`src/rtl/eeprom_serial_pkg.sv`:
```
package eeprom_serial_pkg;
  typedef enum logic [2:0] {
    ST_IDLE, ST_HDR, ST_RD, ST_DATA, ST_DONE
  } rx_state_e;

  typedef enum logic [1:0] {
    OP_NONE, OP_WRITE, OP_FILL
  } prog_op_e;

  localparam logic [1:0] OPC_READ  = 2'b10;
  localparam logic [1:0] OPC_WRITE = 2'b01;
  localparam logic [1:0] OPC_CTRL  = 2'b00;
  localparam logic [1:0] SUB_EN    = 2'b11;
  localparam logic [1:0] SUB_DIS   = 2'b00;
  localparam logic [1:0] SUB_ERASE = 2'b10;
  localparam logic [1:0] SUB_FILL  = 2'b01;
endpackage

```
`src/rtl/serial_frame_rx.sv`:
```
module serial_frame_rx
  import eeprom_serial_pkg::*;
#(
  parameter int DATA_W = 8,
  parameter int ADDR_W = 4
) (
  input  logic              clk_i,
  input  logic              rst_ni,
  input  logic              cs_i,
  input  logic              sclk_i,
  input  logic              di_i,
  input  logic              busy_i,
  input  logic [DATA_W-1:0] rd_data_i,
  output logic [ADDR_W-1:0] rd_addr_o,
  output logic              do_o,
  output prog_op_e          op_o,
  output logic [ADDR_W-1:0] op_addr_o,
  output logic [DATA_W-1:0] op_data_o,
  output logic              en_set_o,
  output logic              en_clr_o
);
  localparam int HDR_W = 2 + ADDR_W;
  localparam int MAXB  = (HDR_W > DATA_W) ? HDR_W : DATA_W;
  localparam int CW    = $clog2(MAXB + 1);

  rx_state_e         st_q;
  logic [CW-1:0]     cnt_q;
  logic              sclk_q;
  logic [HDR_W-1:0]  hdr_q;
  logic [DATA_W-1:0] dat_q;
  logic [DATA_W:0]   out_q;
  prog_op_e          kind_q;

  logic              rise;
  logic [HDR_W-1:0]  hdr_nx;
  logic [DATA_W-1:0] dat_nx;
  logic [1:0]        opc;
  logic [ADDR_W-1:0] adr;

  assign rise      = sclk_i & ~sclk_q;
  assign hdr_nx    = {hdr_q[HDR_W-2:0], di_i};
  assign dat_nx    = {dat_q[DATA_W-2:0], di_i};
  assign opc       = hdr_nx[HDR_W-1 -: 2];
  assign adr       = hdr_nx[ADDR_W-1:0];
  assign rd_addr_o = adr;
  assign do_o      = out_q[DATA_W];

  always_ff @(posedge clk_i or negedge rst_ni) begin
    if (!rst_ni) begin
      st_q      <= ST_IDLE;
      cnt_q     <= '0;
      sclk_q    <= 1'b0;
      hdr_q     <= '0;
      dat_q     <= '0;
      out_q     <= '1;
      kind_q    <= OP_NONE;
      op_o      <= OP_NONE;
      op_addr_o <= '0;
      op_data_o <= '0;
      en_set_o  <= 1'b0;
      en_clr_o  <= 1'b0;
    end else begin
      sclk_q   <= sclk_i;
      op_o     <= OP_NONE;
      en_set_o <= 1'b0;
      en_clr_o <= 1'b0;
      if (!cs_i) begin
        st_q  <= ST_IDLE;
        out_q <= '1;
      end else if (rise) begin
        unique case (st_q)
          ST_IDLE: if (di_i) begin
            st_q  <= ST_HDR;
            cnt_q <= '0;
          end
          ST_HDR: begin
            hdr_q <= hdr_nx;
            cnt_q <= cnt_q + 1'b1;
            if (cnt_q == CW'(HDR_W - 1)) begin
              op_addr_o <= adr;
              cnt_q     <= '0;
              st_q      <= ST_DONE;
              if (!busy_i) begin
                unique case (opc)
                  OPC_READ: begin
                    st_q  <= ST_RD;
                    out_q <= {1'b0, rd_data_i};
                  end
                  OPC_WRITE: begin
                    st_q   <= ST_DATA;
                    kind_q <= OP_WRITE;
                  end
                  OPC_CTRL: begin
                    unique case (adr[ADDR_W-1 -: 2])
                      SUB_EN:    en_set_o <= 1'b1;
                      SUB_DIS:   en_clr_o <= 1'b1;
                      SUB_ERASE: begin
                        op_o      <= OP_FILL;
                        op_data_o <= '1;
                      end
                      default: begin
                        st_q   <= ST_DATA;
                        kind_q <= OP_FILL;
                      end
                    endcase
                  end
                  default: ;
                endcase
              end
            end
          end
          ST_RD: out_q <= {out_q[DATA_W-1:0], 1'b1};
          ST_DATA: begin
            dat_q <= dat_nx;
            cnt_q <= cnt_q + 1'b1;
            if (cnt_q == CW'(DATA_W - 1)) begin
              op_o      <= kind_q;
              op_data_o <= dat_nx;
              st_q      <= ST_DONE;
            end
          end
          default: ;
        endcase
      end
    end
  end
endmodule

```
`src/rtl/prog_timer.sv`:
```
module prog_timer #(
  parameter int PROG_CYCLES = 64
) (
  input  logic clk_i,
  input  logic rst_ni,
  input  logic start_i,
  output logic rdy_o
);
  localparam int TW = $clog2(PROG_CYCLES + 1);
  logic [TW-1:0] cnt_q;

  always_ff @(posedge clk_i or negedge rst_ni) begin
    if (!rst_ni)             cnt_q <= '0;
    else if (start_i)        cnt_q <= TW'(PROG_CYCLES);
    else if (cnt_q != '0)    cnt_q <= cnt_q - 1'b1;
  end

  assign rdy_o = (cnt_q == '0);
endmodule

```
`src/rtl/eeprom_word_array.sv`:
```
module eeprom_word_array #(
  parameter int DATA_W = 8,
  parameter int ADDR_W = 4
) (
  input  logic              clk_i,
  input  logic              rst_ni,
  input  logic              we_i,
  input  logic              fill_i,
  input  logic [ADDR_W-1:0] waddr_i,
  input  logic [DATA_W-1:0] wdata_i,
  input  logic [ADDR_W-1:0] raddr_i,
  output logic [DATA_W-1:0] rdata_o
);
  localparam int DEPTH = 1 << ADDR_W;
  logic [DATA_W-1:0] mem_q [DEPTH];

  for (genvar i = 0; i < DEPTH; i++) begin : g_word
    always_ff @(posedge clk_i or negedge rst_ni) begin
      if (!rst_ni)                                 mem_q[i] <= '1;
      else if (fill_i)                             mem_q[i] <= wdata_i;
      else if (we_i && waddr_i == ADDR_W'(i))      mem_q[i] <= wdata_i;
    end
  end

  assign rdata_o = mem_q[raddr_i];
endmodule

```
`src/rtl/eeprom_serial_slave.sv`:
```
module eeprom_serial_slave
  import eeprom_serial_pkg::*;
#(
  parameter int DATA_W      = 8,
  parameter int ADDR_W      = 4,
  parameter int PROG_CYCLES = 64
) (
  input  logic clk_i,
  input  logic rst_ni,
  input  logic cs_i,
  input  logic sclk_i,
  input  logic di_i,
  output logic do_o,
  output logic rdy_o
);
  prog_op_e          op;
  logic [ADDR_W-1:0] op_addr, rd_addr;
  logic [DATA_W-1:0] op_data, rd_data;
  logic              en_set, en_clr, prog_en_q;
  logic              arr_we, arr_fill, prog_start;

  serial_frame_rx #(.DATA_W(DATA_W), .ADDR_W(ADDR_W)) u_rx (
    .clk_i, .rst_ni, .cs_i, .sclk_i, .di_i,
    .busy_i   (~rdy_o),
    .rd_data_i(rd_data),
    .rd_addr_o(rd_addr),
    .do_o,
    .op_o     (op),
    .op_addr_o(op_addr),
    .op_data_o(op_data),
    .en_set_o (en_set),
    .en_clr_o (en_clr)
  );

  always_ff @(posedge clk_i or negedge rst_ni) begin
    if (!rst_ni)     prog_en_q <= 1'b0;
    else if (en_set) prog_en_q <= 1'b1;
    else if (en_clr) prog_en_q <= 1'b0;
  end

  assign arr_we     = (op == OP_WRITE) && prog_en_q && rdy_o;
  assign arr_fill   = (op == OP_FILL)  && prog_en_q && rdy_o;
  assign prog_start = arr_we || arr_fill;

  eeprom_word_array #(.DATA_W(DATA_W), .ADDR_W(ADDR_W)) u_arr (
    .clk_i, .rst_ni,
    .we_i   (arr_we),
    .fill_i (arr_fill),
    .waddr_i(op_addr),
    .wdata_i(op_data),
    .raddr_i(rd_addr),
    .rdata_o(rd_data)
  );

  prog_timer #(.PROG_CYCLES(PROG_CYCLES)) u_tmr (
    .clk_i, .rst_ni,
    .start_i(prog_start),
    .rdy_o
  );
endmodule

```
`config.mk`:
```
export PLATFORM = sky130hd
export DESIGN_NAME = eeprom_serial_slave
export DESIGN_NICKNAME = d
export VERILOG_FILES = /design/src/rtl/eeprom_serial_pkg.sv /design/src/rtl/serial_frame_rx.sv /design/src/rtl/prog_timer.sv /design/src/rtl/eeprom_word_array.sv /design/src/rtl/eeprom_serial_slave.sv
export SDC_FILE = /design/constraint.sdc
export NUM_CORES = 1
export LEC_CHECK = 0
export BUFFER_PORTS_ARGS = -buffer_cell sky130_fd_sc_hd__buf_2
export CAP_MARGIN = 20
export CORE_ASPECT_RATIO = 2
export CORE_UTILIZATION = 35
export CTS_BUF_LIST = sky130_fd_sc_hd__clkbuf_8
export DETAILED_ROUTE_END_ITERATION = 7
export SLEW_MARGIN = 20
export SYNTH_ARGS = -nofsm -noshare
export SYNTH_HDL_FRONTEND = slang
export SYNTH_SLANG_ARGS = --single-unit
```
`constraint.sdc`:
```
create_clock -name clk_i -period 3.9 [get_ports clk_i]
set_input_delay 0.39 -clock clk_i [delete_from_list [all_inputs] [get_ports clk_i]]
set_output_delay 0.39 -clock clk_i [all_outputs]
set_load 0.05 [all_outputs]
```
Yosys cells after proc, flatten, opt, wreduce, memory -nomap -nowiden
Cells that the tools add are included.

Memories kept: 0. Memory bits (read-only): 0. Register bits: 183. Output and inout port bits: 2. Bits in latches: 0. Bits of input ports: 5. Word-level logic and storage cells: 221. RAM bits: 0.

Shift operators: 0. $add $sub $neg: 2. $mul: 0. Equality and inequality tests: 41. Multiplexer cells: 87. Divide/modulo/power cells: 0. Magnitude comparators: 1. Bitwise gates (word level): 3. Reduce and logical (&&, ||, !) cells: 57.

Operator list (count): 8-bit two-way mux (39); 9-bit two-way mux (5); 2-bit nonzero test (20); 8-bit binary-select mux with 4-bit select (1); 4-bit equality test, second input constant (8); 4-bit by 3-bit equality test with 1-bit output, second input constant (6); 3-bit two-way mux (7); 1-bit logical AND (20); 3-bit case mux with 3 select lines (2); 9-bit case mux with 2 select lines (1); 1-bit two-way mux (16); 2-bit two-way mux (8); 8-bit case mux with 2 select lines (1); 7-bit two-way mux (2); 4-bit case mux with 3 select lines (1); 2-bit by 1-bit inequality test with 1-bit output, second input constant (5); 5-bit AND reduction (2); 3-bit inequality test, second input constant (3); 2-bit equality test, second input constant (4); 4-bit by 2-bit equality test with 1-bit output, second input constant (2); 4-bit two-way mux (2); 2-bit case mux with 2 select lines (2); 4-bit AND reduction (2); 8-bit AND reduction (1); 24 further kinds (31).

Longest topological paths before layout
Gate-level depths: netlist (run 1).

Word-level depth: 10. Mapped depth: 8.

Cells and area by module
Synthesis (run 1) repeated with hierarchy kept, for this count alone.

Cells, all modules: 603. Area total of the unflattened synthesis: 8836.0 µm².

Modules (own cells, without submodules): eeprom_word_array (instances 1, area each 6170.9 µm², cells an instance 366); serial_frame_rx (instances 1, area each 2234.6 µm², cells an instance 190); prog_timer (instances 1, area each 361.6 µm², cells an instance 37); eeprom_serial_slave (instances 1, area each 68.8 µm², cells an instance 10).

Worst setup path after synthesis (run 1)
Ideal clock, no wire load.

Path kind: register to register. Start point: register u_tmr.cnt_q[0]. End point: register u_arr.mem_q[24] (netlist bit). Cell stages (with the launch flop): 9. Data required time: 3818 ps. Setup slack: 1633 ps. Buffers on the path: 2. Arrival time: 2185 ps. Cells stage by stage: dfrtp_1 > inv_1 > ha_1 > or4b_1 > buf_2 > nor3_4 > o21a_1 > buf_4 > mux2_2.

Word-level cells in the longest chain between the ends: 4. Elaborated cells on any way between the ends: 6.

Ends and longest elaborated chain: start, declared (line prog_timer.sv:10) `logic [TW-1:0] cnt_q;`; start signal, assigned (line prog_timer.sv:14) `else if (start_i) cnt_q <= TW'(PROG_CYCLES);`; start signal, assigned (line prog_timer.sv:15) `else if (cnt_q != '0) cnt_q <= cnt_q - 1'b1;`; 7-bit logical NOT (*) (line prog_timer.sv:18) `assign rdy_o = (cnt_q == '0);`; 1-bit logical AND (line eeprom_serial_slave.sv:41) `assign arr_we = (op == OP_WRITE) && prog_en_q && rdy_o;`; 1-bit logical AND (line eeprom_word_array.sv:21) `else if (we_i && waddr_i == ADDR_W'(i)) mem_q[i] <= wdata_i;`; 2-bit nonzero test (no source line); end signal, assigned by index (line eeprom_word_array.sv:20) `else if (fill_i) mem_q[i] <= wdata_i;`; end signal, assigned by index (line eeprom_word_array.sv:21); end, declared (line eeprom_word_array.sv:15) `logic [DATA_W-1:0] mem_q [DEPTH];`.

Every way passes the cells marked *; elsewhere a longest branch is shown, timed or not. A chain may end at the register's enable or synchronous reset.

Final worst setup path (run 1)
Start point: register u_tmr.cnt_q[0]. End point: register u_arr.mem_q[83] (netlist bit).

Same word-level chain as after synthesis.

==> results of run 1 <==
-- power groups by stage --
stage                     clock network (mW)  registers (mW)  logic (mW)
final                                   1.30            2.03       0.286
after global routing                    1.42            2.04       0.310
after CTS                               1.34            2.03       0.288
after detailed placement                   0            2.07       0.287
after global placement                     0            2.06       0.282
after floorplan                            0            1.96       0.262
-- sequential cells by signal, summed over array words and instances, names as in the netlist --
name,cells
u_tmr.cnt_q,7
u_rx.kind_q,2
u_rx.hdr_q,5
u_rx.op_data_o,8
u_rx.sclk_q,1
u_rx.en_set_o,1
prog_en_q,1
u_rx.cnt_q,4
u_arr.mem_q,128
u_rx.op_o,2
u_rx.st_q,3
u_rx.out_q,9
u_rx.op_addr_o,4
u_rx.dat_q,7
u_rx.en_clr_o,1
-- final cells by class --
cell class / count / share of cell area
multi-input cells: 431 / 0.397
well taps: 332 / 0.0436
inverters: 15 / 0.00591
flip-flops and latches: 183 / 0.499
clock buffers: 20 / 0.0289
repair buffers: 16 / 0.0120
diodes: 1 / 0.000263
clock inverters: 12 / 0.0131
-- worst reg2reg max path, cell delays in order (launching register included) --
cell	delay, ns
dfrtp_1	0.41
inv_1	0.09
ha_1	0.22
nor4b_2	0.29
nand3_1	0.36
nor2_1	0.90
mux2_2	0.42
-- cell usage after synthesis, types with 3 or more instances --
library cell | number | share of area
mux4_2 | 4 | 0.010
inv_1 | 15 | 0.0064
buf_1 | 3 | 0.0013
a211oi_1 | 4 | 0.0034
nor3_1 | 7 | 0.0040
nand2b_1 | 3 | 0.0021
buf_2 | 7 | 0.0040
mux2_2 | 143 | 0.18
dfstp_2 | 137 | 0.41
nor2_1 | 21 | 0.0090
a32oi_1 | 11 | 0.011
or2_2 | 3 | 0.0021
a21oi_1 | 20 | 0.011
o21ai_0 | 11 | 0.0063
a22oi_1 | 28 | 0.024
o22a_1 | 8 | 0.0080
clkbuf_1 | 20 | 0.0086
dfrtp_1 | 46 | 0.13
a31oi_1 | 5 | 0.0036
nor2b_1 | 17 | 0.012
ha_1 | 3 | 0.0043
nand3_1 | 13 | 0.0075
nand2_1 | 20 | 0.0086
o21ai_2 | 6 | 0.0060
mux2i_1 | 58 | 0.066
nor3b_1 | 3 | 0.0026
-- layer usage --
layer,routed length (µm),global-route usage,share of wire,up-vias
li1,-,-,-,2447
met2,11500,0.325,0.56,86
met5,0,0,0,-
met4,1140,0.115,0.055,0
met1,7660,0.177,0.37,2808
met3,431,0.0285,0.021,45
-- cell families after synthesis --
kind of cell               Yosys count  share of synthesized area
muxes                              205                      0.261
adders and majority gates            3                    0.00430
xor gates and xnor gates             3                    0.00301
DFF                                183                      0.544
buffers and inverters               48                     0.0234
AOI/OAI and AO/OA                  110                     0.0932
and+or+nand+nor                    110                     0.0708
-- final timing paths --
| kind | cells after the start | startpoint | endpoint | slack (ns) |
|---|---|---|---|---|
| max reg2reg | 6 | u_tmr.cnt_q[0] | u_arr.mem_q[83] | 1.15 |
| max in group asynchronous | 3 | rst_ni | u_arr.mem_q[32] | 2.33 |
| min reg2reg | 1 | u_rx.en_clr_o | prog_en_q | 0.45 |
| max | 6 | u_tmr.cnt_q[0] | u_arr.mem_q[83] | 1.15 |
| min in group asynchronous | 2 | rst_ni | u_rx.cnt_q[3] | 0.57 |
| min | 1 | sclk_i | u_rx.sclk_q | 0.03 |
==> flow_summary_export.csv, run 1 <==
group,metric,value,unit
cts,post_cts_resized,0,
cts,clock_path_buffers,2,
power,power.leakage,3.79,nW
detailed_routing,drt-initial-drc-count,274,
floorplan,initial_utilization,0.357,
synth,synth-warning-count,0,
synth,async_flop_share,1.00,
floorplan,chipWidth,114,µm
power,p_sw_frac,0.263,
timing,rsz0062_at_grt,"no",
cts,cts-buffers-inserted,17,
worst_setup_path,worst_path_max_delay_cell,"nor2_1",
timing,setup_tns,0,ns
outcome,status,"completed",
hold_path,hp-class,"in -> reg",
finish,fillers,2312,
timing,fmax,0.363,GHz
cts,cts_tree,"done",
timing,timing.hold.ws,0.0320,ns
worst_setup_path,cp_cell_sequence,"inv_1 -> ha_1 -> nor4b_2 -> nand3_1 -> nor2_1 -> mux2_2",
timing,finClkSkew,0.0219,ns
worst_setup_path,crit_required,4.31,ns
synth,synth-edff-count,0,
power,p_comb_frac,0.079,
detailed_routing,drc,0,
global_route,grt-ovfl-total,0,
synth,synth_nets,670,
power,p_sw,951,µW
timing,slew_headroom,0.256,
worst_setup_path,max_stage_delay,0.90,ns
synth,ys_types,59,
power,vdd_drop_max,212,µV
floorplan,pin_count,7,
finish,multi_input_area,0.00378,mm²
place,numPortBuffers,6,
finish,fin_area,0.00952,mm²
place,post-place-ws,1.15,ns
timing,tightest_slew,1.11,ns
cts,clock-sinks,183,
detailed_routing,ant_nets,0,
worst_setup_path,worst-path-buf-inv,1,
power,sequentialPowerShare,0.562,
finish,drive_gt1_frac,0.511,
timing,slew_violations,0,
timing,worst_slack,1.15,ns
cts,ctsHoldBuffers,1,
cts,cts.clk_slew.worst_paths,0.10,ns
detailed_routing,vias_per_cell,5.33,
place,place_congestion,0.873,
synth,synth-main-ff-cell,"dfstp_2",
flow_run,cap_violations,0,
detailed_routing,wl,20800,µm
global_route,grt_max_degree,96,
detailed_routing,wire_per_inst,20.6,µm
cts,postCtsSetupRepairBufs,0,
cts,clock_latency,0.49,ns
synth,yosysSeqAreaShare,0.544,
finish,final_common_cell,"mux2_2",
timing,finalCritPeriodShare,0.706,
cts,clock-root-buffer,"clkbuf_8",
synth,syn_inst,662,
synth,syn_area_per_cell,13.2,µm²
detailed_routing,vias,5386,
global_route,grt_pass1_wl,32900,µm
worst_setup_path,critPathLaunchType,"register",
worst_setup_path,crit_type,"reg -> reg",
power,power.share.clock,0.359,
place,placed_area,0.00911,mm²
power,p_int,2.67,mW
worst_setup_path,cp-end-kind,"register",
power,p_per_area,380,mW/mm²
synth,syn_area,0.00873,mm²
place,numPlacedInstances,976,
worst_setup_path,crit_fanout,9,
floorplan,die_h,225,µm
floorplan,die-area,0.0256,mm²
finish,regArea,0.00475,mm²
finish,syn_to_final_growth,9.03,%
place,dp_hpwl,14600,µm
global_route,antenna_found_initial,1,
finish,finalNonFillerCells,1010,
global_route,grt_pass1_vias,5805,
floorplan,core,0.0244,mm²
worst_setup_path,path_delay_family,"simple AND/OR/NAND/NOR gates",
worst_setup_path,cp.arrival,3.16,ns
finish,finish.utilization,0.390,
timing,setup_violations,0,
power,power,3.62,mW
finish,nets,672,
floorplan,row_count,81,
cts,htree_levels,4,
detailed_routing,first_pass_iters,4,
synth,ys_ff_latch,183,
timing,hold_viol,0,
global_route,track_usage,0.175,
finish,most-common-layout-cells,"mux2_2, dfstp_2, mux2i_1, dfrtp_1, a22oi_1",
timing,final.min_clock_period,2.75,ns
Power figures use the tool's default switching activity.
==> inputs of run 2 (changes only) <==
- clock period: 3.9 -> 2.8 ns (I/O delays scaled with it)
==> run 2 against run 1 <==
Cell area rose by 1.7%. Critical path type is now reg -> out. Sequential power rose by 37%. Final cell count rose by 2.1%. Die area did not move. Largest cell class unchanged. Sequential share of layout area fell by 0.83 points. Largest power group unchanged.
==> flow_summary_export.csv, run 2 (synthesized netlist as in run 1, its figures left out) <==
group,metric,value,unit
outcome,status,"completed",
detailed_routing,drt-initial-drc-count,294,
worst_setup_path,cp-end-kind,"output pin",
floorplan,die_h,225,µm
floorplan,core,0.0244,mm²
power,power,4.97,mW
power,power.leakage,3.90,nW
finish,largest_register_ff_count,128,
global_route,grt_pass1_vias,6055,
finish,regMostFlops,"u_arr.mem_q",
finish,reg_top3,"u_arr.mem_q (128), u_rx.out_q (9), u_rx.op_data_o (8)",
worst_setup_path,cpMostUsedCell,"inv_1",
timing,setup_violations,0,
cts,cts_tree,"done",
timing,slew_headroom,0.439,
timing,finClkSkew,0.0102,ns
finish,finish.utilization,0.396,
worst_setup_path,worst-path-buf-inv,4,
timing,finalCritPeriodShare,0.904,
worst_setup_path,max_stage_delay,0.41,ns
cts,clock_latency,0.48,ns
hold_path,whs_path_depth,2,
worst_setup_path,r2r_setup_slack,0.27,ns
cts,post_cts_resized,0,
detailed_routing,drc,0,
place,post-place-ws,0.287,ns
detailed_routing,met1_length,7740,µm
timing,setup_tns,0,ns
timing,fmax,0.395,GHz
finish,syn_to_final_growth,10.9,%
worst_setup_path,worstRegToRegCells,7,
finish,nets,693,
floorplan,chipWidth,114,µm
hold_path,hold_path_end,"u_rx.out_q[8]",
timing,rsz0062_at_grt,"no",
cts,htree_levels,4,
detailed_routing,vias,5533,
place,place_congestion,0.869,
finish,drive_gt1_frac,0.526,
global_route,grt_max_degree,83,
worst_setup_path,cp_cell_sequence,"inv_1 -> ha_1 -> nor4b_2 -> nand2_1 -> buf_4 -> inv_1 -> buf_2",
cts,cts.clk_slew.worst_paths,0.09,ns
place,placed_area,0.00927,mm²
timing,tightest_slew,0.842,ns
timing,hold_viol,0,
place,dp_hpwl,16200,µm
detailed_routing,wire_per_inst,21.7,µm
worst_setup_path,crit_fanout,7,
worst_setup_path,crit_required,2.52,ns
timing,slew_violations,0,
timing,timing.hold.ws,0.0924,ns
power,vdd_drop_max,314,µV
global_route,antenna_found_initial,1,
worst_setup_path,path_delay_family,"buffers and inverters",
detailed_routing,wl,22300,µm
floorplan,die-area,0.0256,mm²
cts,clock-root-buffer,"clkbuf_8",
floorplan,row_count,81,
global_route,grt-ovfl-total,0,
cts,clock-sinks,183,
worst_setup_path,cp.arrival,2.25,ns
place,numPlacedInstances,995,
global_route,track_usage,0.187,
hold_path,hp-class,"in -> reg",
detailed_routing,dr_wl_met3,472,µm
timing,worst_slack,0.269,ns
worst_setup_path,worst_path_max_delay_cell,"dfrtp_1",
flow_run,cap_violations,0,
cts,clock_path_buffers,2,
finish,most-common-layout-cells,"mux2_2, dfstp_2, mux2i_1, dfrtp_1, a22oi_1",
place,numPortBuffers,6,
worst_setup_path,r2r_start,"u_tmr.cnt_q[0]",
timing,final.min_clock_period,2.53,ns
detailed_routing,top_layer,"met4",
worst_setup_path,r2r_end,"u_arr.mem_q[74]",
finish,fin_area,0.00968,mm²
global_route,grt_pass1_wl,34800,µm
finish,finalNonFillerCells,1031,
worst_setup_path,critPathLaunchType,"register",
floorplan,initial_utilization,0.357,
detailed_routing,vias_per_cell,5.37,
hold_path,worstHoldStart,"cs_i",
detailed_routing,wl_met2,12700,µm
floorplan,pin_count,7,
detailed_routing,first_pass_iters,4,
detailed_routing,ant_nets,0,
cts,cts-buffers-inserted,17,
worst_setup_path,crit_type,"reg -> out",
power,p_per_area,514,mW/mm²
cts,postCtsSetupRepairBufs,0,
finish,final_common_cell,"mux2_2",
run 2: cell types whose count changed in the layout (fill, tap and decap cells not counted):
cell | before | now
dlygate4sd3_1 | 1 | 2
buf_4 | 9 | 27
bufinv_16 | 2 | 1
buf_12 | 0 | 2
clkinv_2 | 2 | 4
inv_1 | 17 | 16
inv_6 | 1 | 2
clkinv_4 | 2 | 1
run 2: power breakdown:
part / leakage, nW / switching (mW) / internal [mW]
Sequential: 2.04 / 0.115 / 2.68
Clock: 0.197 / 0.937 / 0.771
Combinational: 1.66 / 0.273 / 0.198
Total: 3.90 / 1.33 / 3.65
run 2: area by class of cell:
| cell class | count | area (µm²) |
|---|---|---|
| clock inverter | 12 | 101 |
| tap | 332 | 415 |
| multi-input combinational | 431 | 3780 |
| clock buffer | 20 | 275 |
| antenna | 1 | 2.50 |
| timing repair buffer | 37 | 299 |
| inverter | 15 | 56.3 |
| fill | 2298 | 14700 |
| sequential | 183 | 4750 |
run 2: how the worst max path moves through the flow:
stage	end	cells after the start	slack (ns)	from
global placement	u_arr.mem_q[72]	7	0.31	u_tmr.cnt_q[0]
global route	u_rx.out_q[0]	6	0.09	u_tmr.cnt_q[0]
finish	rdy_o	7	0.27	u_tmr.cnt_q[0]
detailed placement	u_arr.mem_q[74]	7	0.29	u_tmr.cnt_q[0]
CTS	rdy_o	7	0.20	u_tmr.cnt_q[0]
floorplan	u_arr.mem_q[24]	8	0.53	u_tmr.cnt_q[0]
run 2: worst register-to-register path, cell delays in order, from the launching register on:
cell and delay, ns:
dfrtp_1 0.41, inv_1 0.08, ha_1 0.23, nor4b_2 0.39
nand3_1 0.38, nor2_1 0.36, buf_4 0.25, mux2_2 0.36
run 2: metal layers:
metal,global-route usage,up-vias
li1,-,2498
met1,0.175,2879
met2,0.361,105
met3,0.0334,51
met4,0.124,0
met5,0,-
run 2: repair_timing:
item                                    in CTS  in global routing
hold buffers                                 2                  0
hold endpoints to repair                    19                  0
endpoints found under the setup margin       0                  0
==> inputs of run 3 (changes only) <==
- clock period: 2.8 -> 2.95 ns (I/O delays scaled with it)
==> run 3 against run 2 <==
Count of clock-buffer cells in the layout did not move. Register-to-register slack improved by 0.16 ns. Clock skew rose by 0.011 ns. Critical path depth did not move. Clock power barely moved. Setup slack improved by 0.11 ns. Wire length fell by 7.5%. Critical path type unchanged.
==> flow_summary_export.csv, run 3 (synthesized netlist as in run 1, its figures left out) <==
group,metric,value,unit
power,sequentialPowerShare,0.555,
floorplan,pin_count,7,
cts,htree_levels,4,
global_route,grt-ovfl-total,0,
detailed_routing,first_pass_iters,4,
worst_setup_path,crit_fanout,7,
worst_setup_path,crit_required,2.65,ns
power,power.leakage,3.89,nW
power,p_sw,1.20,mW
finish,regMostFlops,"u_arr.mem_q",
cts,cts.clk_slew.worst_paths,0.09,ns
worst_setup_path,cp-end-kind,"output pin",
worst_setup_path,cpMostUsedCell,"inv_1",
power,p_comb_frac,0.086,
detailed_routing,vias,5467,
power,p_int,3.61,mW
place,numPortBuffers,6,
cts,cts_tree,"done",
floorplan,die_h,225,µm
cts,cts-buffers-inserted,17,
cts,clock_latency,0.48,ns
timing,hold_viol,0,
timing,finClkSkew,0.0210,ns
detailed_routing,drt-initial-drc-count,224,
power,vdd_drop_max,270,µV
floorplan,chipWidth,114,µm
detailed_routing,drc,0,
timing,finalCritPeriodShare,0.871,
global_route,antenna_found_initial,1,
worst_setup_path,worst_path_max_delay_cell,"dfrtp_1",
hold_path,hp-class,"in -> reg",
cts,clock-root-buffer,"clkbuf_8",
worst_setup_path,worst-path-buf-inv,4,
floorplan,die-area,0.0256,mm²
global_route,grt_max_degree,117,
cts,clock_path_buffers,2,
timing,setup_tns,0,ns
floorplan,core,0.0244,mm²
place,place_congestion,0.893,
finish,finalNonFillerCells,1025,
place,numPlacedInstances,990,
finish,final_common_cell,"mux2_2",
floorplan,initial_utilization,0.357,
detailed_routing,wire_per_inst,20.1,µm
finish,syn_to_final_growth,10.6,%
timing,rsz0062_at_grt,"no",
power,power.share.clock,0.360,
detailed_routing,wl,20700,µm
flow_run,cap_violations,0,
power,p_per_area,499,mW/mm²
global_route,grt_pass1_wl,32800,µm
timing,fmax,0.389,GHz
place,dp_hpwl,15000,µm
finish,drive_gt1_frac,0.517,
worst_setup_path,max_stage_delay,0.41,ns
worst_setup_path,cp.arrival,2.27,ns
detailed_routing,vias_per_cell,5.33,
timing,tightest_slew,1.09,ns
timing,slew_violations,0,
global_route,grt_pass1_vias,5902,
worst_setup_path,cp_cell_sequence,"inv_1 -> ha_1 -> nor4b_2 -> nand2_1 -> buf_4 -> inv_1 -> buf_2",
worst_setup_path,crit_type,"reg -> out",
timing,slew_headroom,0.267,
cts,clock-sinks,183,
timing,final.min_clock_period,2.57,ns
floorplan,row_count,81,
power,power,4.82,mW
finish,nets,687,
finish,most-common-layout-cells,"mux2_2, dfstp_2, mux2i_1, dfrtp_1, a22oi_1",
timing,setup_violations,0,
finish,finish.utilization,0.395,
worst_setup_path,path_delay_family,"buffers and inverters",
outcome,status,"completed",
worst_setup_path,critPathLaunchType,"register",
finish,reg_top3,"u_arr.mem_q (128), u_rx.out_q (9), u_rx.op_data_o (8)",
global_route,track_usage,0.174,
power,p_sw_frac,0.250,
detailed_routing,ant_nets,0,
finish,largest_register_ff_count,128,
run 3: worst paths after layout:
| check | start | depth (start not counted) | endpoint | slack [ns] |
|---|---|---|---|---|
| worst max-delay path | u_tmr.cnt_q[0] | 7 | rdy_o | 0.38 |
| min in group asynchronous | rst_ni | 2 | u_rx.cnt_q[0] | 0.25 |
| worst max register to register | u_tmr.cnt_q[0] | 6 | u_rx.out_q[0] | 0.43 |
| worst min-delay path | cs_i | 2 | u_rx.out_q[8] | 0.13 |
| worst min register to register | u_rx.en_clr_o | 1 | prog_en_q | 0.45 |
| max in group asynchronous | rst_ni | 3 | u_rx.op_data_o[4] | 1.79 |
run 3: layout make-up:
type                            instances  area, µm²
Antenna cell                            1       2.50
Clock buffer                           20        275
Clock inverter                         12        136
Fill cell                            2249      14800
Inverter                               15       56.3
Multi-Input combinational cell        431       3780
Sequential cell                       183       4750
Tap cell                              332        415
Timing Repair Buffer                   31        241
run 3: timing repair:
item                                   CTS  global route
hold buffers                             2             0
setup buffers                            0             0
resized for setup                        0             0
endpoints found under the hold margin   30             0
run 3: metal layers:
metal,part of all wire,track usage,vias to the layer above
met5,0,0,-
met2,0.58,0.331,123
li1,-,-,2485
met3,0.027,0.0312,49
met4,0.048,0.104,0
met1,0.35,0.169,2810
run 3: per-stage QoR:
step | instance area (µm²) | setup slack (ns) | hold WS [ns]
after global placement | 9220 | 0.545 | 0.190
after floorplan | 8730 | 0.683 | -0.000591
after global routing | 9660 | 0.241 | 0.0886
final | 9660 | 0.382 | 0.126
after detailed placement | 9220 | 0.481 | 0.194
after CTS | 9660 | 0.359 | 0.0866
run 3: power by group through the flow:
stage                     Clock (mW)  Sequential [mW]  Combinational [mW]
final                           1.73             2.67               0.413
after global placement             0             2.71               0.405
after detailed placement           0             2.71               0.412
after floorplan                    0             2.60               0.347
after global routing            1.89             2.68               0.443
after CTS                       1.80             2.67               0.415
